**src/rtl/gwc_pkg.sv**
```systemverilog
package gwc_pkg;
  typedef enum logic [1:0] {
    EV_NONE   = 2'd0,
    EV_STAGE  = 2'd1,
    EV_CLEAR  = 2'd2,
    EV_COMMIT = 2'd3
  } bus_ev_e;
endpackage

```
**src/rtl/gwc_evdec.sv**
```systemverilog
module gwc_evdec
  import gwc_pkg::*;
(
  input  logic    busy,
  input  logic    bus_start,
  input  logic    bus_rstart,
  input  logic    bus_stop,
  input  logic    wr_valid,
  input  logic    addr_match,
  output bus_ev_e ev
);
  // Priority R11: stop > start > repeated start > write; nothing acts while busy
  always_comb begin
    ev = EV_NONE;
    if (busy)                      ev = EV_NONE;
    else if (bus_stop)             ev = EV_COMMIT;
    else if (bus_start)            ev = EV_CLEAR;
    else if (bus_rstart)           ev = EV_NONE;
    else if (wr_valid && addr_match) ev = EV_STAGE;
  end
endmodule

```
**src/rtl/gwc_stage_ram.sv**
```systemverilog
module gwc_stage_ram #(
  parameter int AW    = 8,
  parameter int DW    = 16,
  parameter int DEPTH = 4,
  localparam int PW   = (DEPTH > 1) ? $clog2(DEPTH) : 1,
  localparam int EW   = AW + DW
) (
  input  logic          clk,
  input  logic          we,
  input  logic [PW-1:0] waddr,
  input  logic [EW-1:0] wdata,
  input  logic          re,
  input  logic [PW-1:0] raddr,
  output logic [EW-1:0] rdata
);
  logic [EW-1:0] mem [DEPTH];

  always_ff @(posedge clk) begin
    if (we) mem[waddr] <= wdata;
    if (re) rdata <= mem[raddr];
  end
endmodule

```
**src/rtl/gwc_ctrl.sv**
```systemverilog
module gwc_ctrl
  import gwc_pkg::*;
#(
  parameter int DEPTH = 4,
  localparam int PW   = (DEPTH > 1) ? $clog2(DEPTH) : 1,
  localparam int CW   = $clog2(DEPTH + 1)
) (
  input  logic          clk,
  input  logic          rst,
  input  bus_ev_e       ev,
  output logic          we,
  output logic [PW-1:0] waddr,
  output logic          re,
  output logic [PW-1:0] raddr,
  output logic          cm_valid,
  output logic          busy,
  output logic          ovf_err
);
  localparam logic [CW-1:0] FULL = CW'(DEPTH);

  logic [CW-1:0] cnt;
  logic [PW-1:0] rd;
  logic          drain;
  logic          go;
  logic          last;

  assign go    = (ev == EV_COMMIT) && (cnt != '0);
  assign last  = (CW'(rd) == cnt - CW'(1));
  assign we    = (ev == EV_STAGE) && (cnt < FULL);
  assign waddr = PW'(cnt);
  assign re    = drain;
  assign raddr = rd;

  always_ff @(posedge clk) begin
    if (rst) begin
      cnt      <= '0;
      rd       <= '0;
      drain    <= 1'b0;
      busy     <= 1'b0;
      cm_valid <= 1'b0;
      ovf_err  <= 1'b0;
    end else begin
      cm_valid <= drain;
      busy     <= go | drain;
      if (drain) begin
        if (last) begin
          drain <= 1'b0;
          rd    <= '0;
          cnt   <= '0;
        end else begin
          rd <= rd + PW'(1);
        end
      end
      case (ev)
        EV_COMMIT: if (cnt != '0) drain <= 1'b1;
        EV_CLEAR:  cnt <= '0;
        EV_STAGE:  if (cnt < FULL) cnt <= cnt + CW'(1);
                   else ovf_err <= 1'b1;
        default: ;
      endcase
    end
  end

  p_cnt_bound_r6: assert property (@(posedge clk) disable iff (rst) cnt <= FULL);
  p_err_sticky_r6: assert property (@(posedge clk) disable iff (rst) ovf_err |=> ovf_err);
  p_strobe_busy_r4: assert property (@(posedge clk) disable iff (rst) cm_valid |-> busy);
  p_go_first_r4: assert property (@(posedge clk) disable iff (rst)
    go |=> (busy && !cm_valid));
  p_busy_end_r4: assert property (@(posedge clk) disable iff (rst)
    (cm_valid && !drain) |=> !busy);
  p_locked_r9: assert property (@(posedge clk) disable iff (rst)
    busy |-> (ev == EV_NONE));
endmodule

```
**src/rtl/group_write_stager.sv**
```systemverilog
module group_write_stager
  import gwc_pkg::*;
#(
  parameter int AW    = 8,
  parameter int DW    = 16,
  parameter int DEPTH = 4,
  localparam int PW   = (DEPTH > 1) ? $clog2(DEPTH) : 1,
  localparam int EW   = AW + DW
) (
  input  logic          clk,
  input  logic          rst,
  input  logic          bus_start,
  input  logic          bus_rstart,
  input  logic          bus_stop,
  input  logic          wr_valid,
  input  logic          addr_match,
  input  logic [AW-1:0] wr_addr,
  input  logic [DW-1:0] wr_data,
  output logic          cm_valid,
  output logic [AW-1:0] cm_addr,
  output logic [DW-1:0] cm_data,
  output logic          busy,
  output logic          ovf_err
);
  bus_ev_e       ev;
  logic          we, re;
  logic [PW-1:0] waddr, raddr;
  logic [EW-1:0] rdata;

  gwc_evdec i_dec (
    .busy(busy), .bus_start(bus_start), .bus_rstart(bus_rstart),
    .bus_stop(bus_stop), .wr_valid(wr_valid), .addr_match(addr_match), .ev(ev)
  );

  gwc_ctrl #(.DEPTH(DEPTH)) i_ctrl (
    .clk(clk), .rst(rst), .ev(ev), .we(we), .waddr(waddr), .re(re),
    .raddr(raddr), .cm_valid(cm_valid), .busy(busy), .ovf_err(ovf_err)
  );

  gwc_stage_ram #(.AW(AW), .DW(DW), .DEPTH(DEPTH)) i_ram (
    .clk(clk), .we(we), .waddr(waddr), .wdata({wr_addr, wr_data}),
    .re(re), .raddr(raddr), .rdata(rdata)
  );

  assign cm_addr = rdata[EW-1:DW];
  assign cm_data = rdata[DW-1:0];

  p_rstart_nocommit_r3: assert property (@(posedge clk) disable iff (rst)
    (bus_rstart && !bus_stop && !bus_start && !busy) |=> !busy);
  p_empty_stop_r8: assert property (@(posedge clk) disable iff (rst)
    (!busy && !cm_valid && !bus_stop) |=> !cm_valid);
  p_reset_quiet_r1: assert property (@(posedge clk)
    rst |=> (!busy && !cm_valid && !ovf_err));
endmodule

```
**config.mk**
```make
export PLATFORM = sky130hd
export DESIGN_NAME = group_write_stager
export DESIGN_NICKNAME = d
export VERILOG_FILES = /design/src/rtl/gwc_pkg.sv /design/src/rtl/gwc_evdec.sv /design/src/rtl/gwc_stage_ram.sv /design/src/rtl/gwc_ctrl.sv /design/src/rtl/group_write_stager.sv
export SDC_FILE = /design/constraint.sdc
export NUM_CORES = 1
export LEC_CHECK = 0
export BUFFER_PORTS_ARGS = -buffer_cell sky130_fd_sc_hd__buf_2
export CAP_MARGIN = 10
export CORE_MARGIN = 4
export CORE_UTILIZATION = 51
export CTS_CLUSTER_SIZE = 16
export DETAILED_ROUTE_END_ITERATION = 10
export GPL_TIMING_DRIVEN = 1
export PLACE_DENSITY = 0.83
export SYNTH_ARGS = -nofsm -noshare
export SYNTH_HDL_FRONTEND = slang
export SYNTH_SLANG_ARGS = --single-unit
```
**constraint.sdc**
```tcl
create_clock -name clk -period 1.8 [get_ports clk]
set_clock_uncertainty 0.05 [all_clocks]
set_input_delay 0 -clock clk [delete_from_list [all_inputs] [get_ports clk]]
set_output_delay 0 -clock clk [all_outputs]
set_load 0.02 [all_outputs]
```
# After elaboration in Yosys (flattened, before gate mapping)
# Memories as Yosys holds them, arrays and structs flattened. A register that Yosys moved wholly into a read port is not among the register bits.
# Cells that the tools add are included.
# W data, S select, Z words.
# op_classes
reduce_logical,5
bitwise_logic,2
n_lt_le_gt_ge,1
add_sub_neg,3
n_eq_ne,4
n_mux,16
# ops
cell,n
$mux W2,5
$mux W3,3
$mux W1,7
$pmux W3 S2,1
$eq A2 B2 Y1 const B,2
$add A3 B1 Y3 const B,1
$eq A2 B3 Y1,1
$logic_and A1 B1 Y1,3
$lt A3 B3 Y1 const B,1
$reduce_bool A3 Y1,1
$sub A3 B1 Y3 const B,1
$add A2 B1 Y2 const B,1
$eq A2 B1 Y1 const B,1
$reduce_and A2 Y1,1
$not A1 Y1,1
$or A1 B1 Y1,1
# totals
word_cells,38
memories,1
ramBits,96
regBits,9
in_bits,31
# memory_table
memory,words,word_bits,read_ports,rd_ports_with_merged_regs,wr,line_no,source
i_ram.mem,4,24,1,1,1,gwc_stage_ram.sv:16,logic [EW-1:0] mem [DEPTH];

# Longest topological paths before layout
# depth
word_depth,10
depth_mapped,7

# Hierarchy
# From an unflattened synthesis, not the netlist that was laid out.
# hier_totals
cells_unflattened,220
area_unflattened_um2,4834.6
# by_module_without_submodules
module,n_inst,area_each_um2,cells_each,seq_area_each_um2
gwc_stage_ram,1,4255.3,154,3603.5
gwc_ctrl,1,551.8,61,180.2
gwc_evdec,1,27.5,5,0.0

# Worst setup path after synthesis
# No wires, ideal clock.
# synth_timing
path_kind,reg-to-reg
start,register i_ctrl.busy
end,memory i_ram.mem[0][0] (netlist name) (enable)
path_slack_ns,-0.306
arrival_ns,1.673
path_stages_with_launch,5
required_ns,1.367
synth_period_minus_slack_ns,2.106
setup_time_ns,0.383
path_buffers,0
path_cell_list,dfxtp_1 > or2_2 > ha_1 > nor2b_1 > and2_1
# synth_via
elab_chain_len,5
# synth_lines
element,line_no,source
"start, declared",gwc_ctrl.sv:16,"output logic busy,"
"start signal, assigned",gwc_ctrl.sv:44,busy <= go | drain;
$mux W2,gwc_evdec.sv:15,if (busy) ev = EV_NONE;
$eq A2 B1 Y1,gwc_ctrl.sv:29,assign we = (ev == EV_STAGE) && (cnt < FULL);
$logic_and A1 B1 Y1,gwc_ctrl.sv:29,
$mux W1,gwc_stage_ram.sv:19,if (we) mem[waddr] <= wdata;
$mux W1 (implied by the code),gwc_stage_ram.sv:19,
"end, declared",gwc_stage_ram.sv:16,
# No other way between the ends.

# Final worst setup path
# layout_timing
start,register i_ctrl.busy
end,memory i_ram.mem[2][17] (netlist name) (enable)
# Same word-level chain as after synthesis.

==> reports/metrics.csv <==
stage;metric;value;unit
worst_setup_path;cp-start-kind;flip-flop;
power;powerDensity;1156;mW/mm^2
placement;portBuffers;57;
clock_network;cts_tree;yes;
clock_network;cts_made_buffers;17;
drt;antenna_left;0;
global_routing;overflow;0;
timing;worstMarginPinSlew;0.3046;ns
drt;routed-via-count;2461;
worst_setup_path;r2r.worst_path.cells;5;
logic_synthesis;syn_inst;215;
final_layout;utilization;68.18;%
final_layout;num_antenna_cells;0;
worst_setup_path;required;2.02;ns
placement;dp_hpwl;5288;um
worst_setup_path;ff2ff_setup_slack;0.09;ns
worst_setup_path;crit_chain;or2_2 > ha_1 > nor2b_4 > and2_2 > buf_12;
logic_synthesis;ys.flop_type;edfxtp_1;
placement;placed_area;0.005358;mm^2
global_routing;grt_max_degree;31;
final_layout;stdcell_count;448;
worst_hold_path;worstHoldPathCells;2;
placement;gp_congestion;0.7163;
clock_network;cts.clk_slew.worst_paths;0.06;ns
logic_synthesis;ys_seq_area_share;78.98;%
clock_network;cts_root_buf;clkbuf_8;
timing;rsz0062_at_grt;false;
die;die_w;104.9;um
clock_network;worstSkewPairLatency;0.52;ns
worst_setup_path;rr_endpoint;i_ram.mem[2][17];
clock_network;clockBufferDepth;2;
drt;first_pass_iters;5;
clock_network;cts_setup_buffers;0;
timing;setup_ws;0.09458;ns
die;initial_core_util;52.10;%
worst_setup_path;startpoint;i_ctrl.busy;
worst_setup_path;arrival;1.93;ns
logic_synthesis;synth_edf_count;120;
worst_setup_path;worstPathMaxFanout;15;
clock_network;clkSinkCount;129;
die;core-area;0.009196;mm^2
logic_synthesis;synth_cell_types;32;
drt;drt_iter0_markers;140;
logic_synthesis;synthArstFlopShare;0;%
timing;period_needed;1.705;ns
timing;finalCritPeriodShare;94.75;%
global_routing;antenna_found_initial;0;
final_layout;area_growth_syn_to_layout;30.87;%
final_layout;final_cell_area;0.006270;mm^2
logic_synthesis;synth.avg_cell_area;22.28;um^2
final_layout;drive_gt1_share;40.06;%
worst_setup_path;critPathKind;reg2reg;
worst_setup_path;end_kind;flip-flop;
drt;wirelength;9384;um
die;dieHeight;104.9;um
power;ir_worst_vdd;0.0009373;V
final_layout;nFillCells;580;
worst_setup_path;regToRegStartpoint;i_ctrl.busy;
drt;drcViolationCount;0;
drt;via_per_inst;5.493;
logic_synthesis;syn_nets;253;
worst_hold_path;whs_endpoint;i_ram.mem[3][23];
global_routing;grt_pass1_vias;2598;
logic_synthesis;synth_area;0.004791;mm^2
logic_synthesis;ys_ff_latch;129;
die;pin_count;58;
flow_run;maxCapViolCount;0;
worst_hold_path;hold_path.class;in2reg;
timing;setup_violations;0;
final_layout;fin_nets;362;
worst_hold_path;hold_start;wr_addr[7];
drt;avgRoutedWirePerCell;20.95;um
outcome;outcome;finished clean;
timing;relSlewSlack;79.69;%
die;die_area;0.01101;mm^2
global_routing;grt_usage;18.61;%
placement;dpl.cell_count;391;
worst_setup_path;crit_path_max_incr_delay;0.31;ns
clock_network;htree_levels;4;
placement;place_ws;0.005597;ns
die;floorplan.rows;35;
timing;max_clock_freq;586.4;MHz
power;p_leak;0.002177;uW
logic_synthesis;synth_warnings;0;
timing;hold_viol_final;0;
global_routing;grt_first_pass_wirelength;14840;um
timing;finalMaxSlewViolations;0;
worst_setup_path;crit_slowest_cell;dfxtp_1;
[report_power, final]
| group | internal (uW) | total, uW | switching [uW] | leakage, uW |
|---|---|---|---|---|
| Clock | 2380 | 3640 | 1260 | 0.000295 |
| Combinational | 141 | 278 | 137 | 0.000724 |
| Sequential | 3320 | 3330 | 11.0 | 0.00116 |
| Total | 5840 | 7250 | 1410 | 0.00218 |
[layout by cell type (no fill, tap or decap), types with 3 or more instances in the layout]
cell and n:
edfxtp_1 120, buf_2 57, dlygate4sd3_1 25, mux4_2 21, clkbuf_16 16, nor2_1 9, buf_4 8, dfxtp_1 7
buf_12 7, ha_1 6, inv_1 5, bufinv_16 5, and2_2 4, nand2_1 4, clkinvlp_4 4, mux4_1 3
a21oi_1 3, nand3b_1 3
[layer usage]
| layer | up-vias | global-route usage (%) | share of wire [%] |
|---|---|---|---|
| li1 | 1104 | - | - |
| met3 | 11 | 5.744 | 5.9 |
| met2 | 93 | 29.19 | 52 |
| met1 | 1253 | 23.82 | 41 |
| met5 | - | 0 | 0 |
| met4 | 0 | 8.810 | 1.6 |
[synthesized netlist by cell type (2+ instances only)]
cell | count | share of area, %
nor2b_1 | 2 | 0.26
buf_6 | 2 | 0.47
dfxtp_1 | 9 | 3.8
nand2_1 | 4 | 0.31
nand3b_1 | 3 | 0.47
buf_2 | 2 | 0.21
edfxtp_1 | 120 | 75
inv_1 | 5 | 0.39
a311oi_1 | 2 | 0.37
a21oi_1 | 3 | 0.31
o21ai_0 | 2 | 0.21
mux4_2 | 21 | 9.9
nor2_1 | 9 | 0.71
and2_1 | 4 | 0.52
xor2_1 | 2 | 0.37
mux4_1 | 3 | 1.6
ha_1 | 7 | 1.8
[how the worst max path moves through the flow]
stage / end / depth (start not counted)
after global routing: i_ctrl.cnt[1] / 5
after floorplan: i_ram.mem[0][0] / 4
after detailed placement: i_ram.mem[2][17] / 5
after CTS: i_ctrl.cnt[1] / 5
after global placement: i_ram.mem[2][20] / 5
final: i_ram.mem[2][17] / 5
[logic make-up (layout without fill, tap and decap cells)]
group	after synthesis	in the layout	synth area share [%]
fa+ha+maj	7	7	1.828
mux	24	24	11.52
xor+xnor	3	3	0.5485
buf+inv	12	134	1.724
compound gates	12	12	2.064
simple gates	28	28	3.343
flops	129	129	78.98
[sequential cells by signal, indices dropped and copies added, names as in the netlist, named ones only]
register         cells
i_ctrl.ovf_err       1
i_ctrl.re            1
i_ram.rdata         24
i_ctrl.raddr         2
i_ctrl.cnt           2
i_ctrl.cm_valid      1
i_ctrl.busy          1
i_ram.mem           96
[metrics by stage]
stage          hold WS (ns)  total power (uW)  setup TNS (ns)
2_1_floorplan       0.04887              3506          -5.216
3_3_place_gp         0.1625              3607               0
3_5_place_dp         0.1699              3617               0
4_1_cts              0.1534              7288               0
5_1_grt              0.1772              7474               0
6_report             0.1837              7245               0
[critical path: cells and delay by family (launching register included)]
kind          cells  cell delay [ns]
fa+ha+maj         1             0.21
buf+inv           1             0.17
flops             1             0.31
simple gates      3             0.72
[area by class of cell]
| type | instances | area [um^2] | area share [%] |
|---|---|---|---|
| tap | 111 | 138.9 | 2.215 |
| clock inverter | 15 | 215.2 | 3.432 |
| clock buffer | 17 | 414.1 | 6.605 |
| timing repair buffer | 97 | 735.7 | 11.73 |
| sequential | 129 | 3786 | 60.39 |
| inverter | 5 | 18.77 | 0.2993 |
| multi-input combinational | 74 | 960.9 | 15.33 |
[what timing repair did]
| action | CTS | global route |
|---|---|---|
| endpoints found under the hold margin | 105 | 0 |
| hold buffers | 25 | 0 |
| endpoints found under the setup margin | 97 | 36 |
| resized for setup | 2 | 3 |
Note: power is estimated with default switching activity, not from simulation.
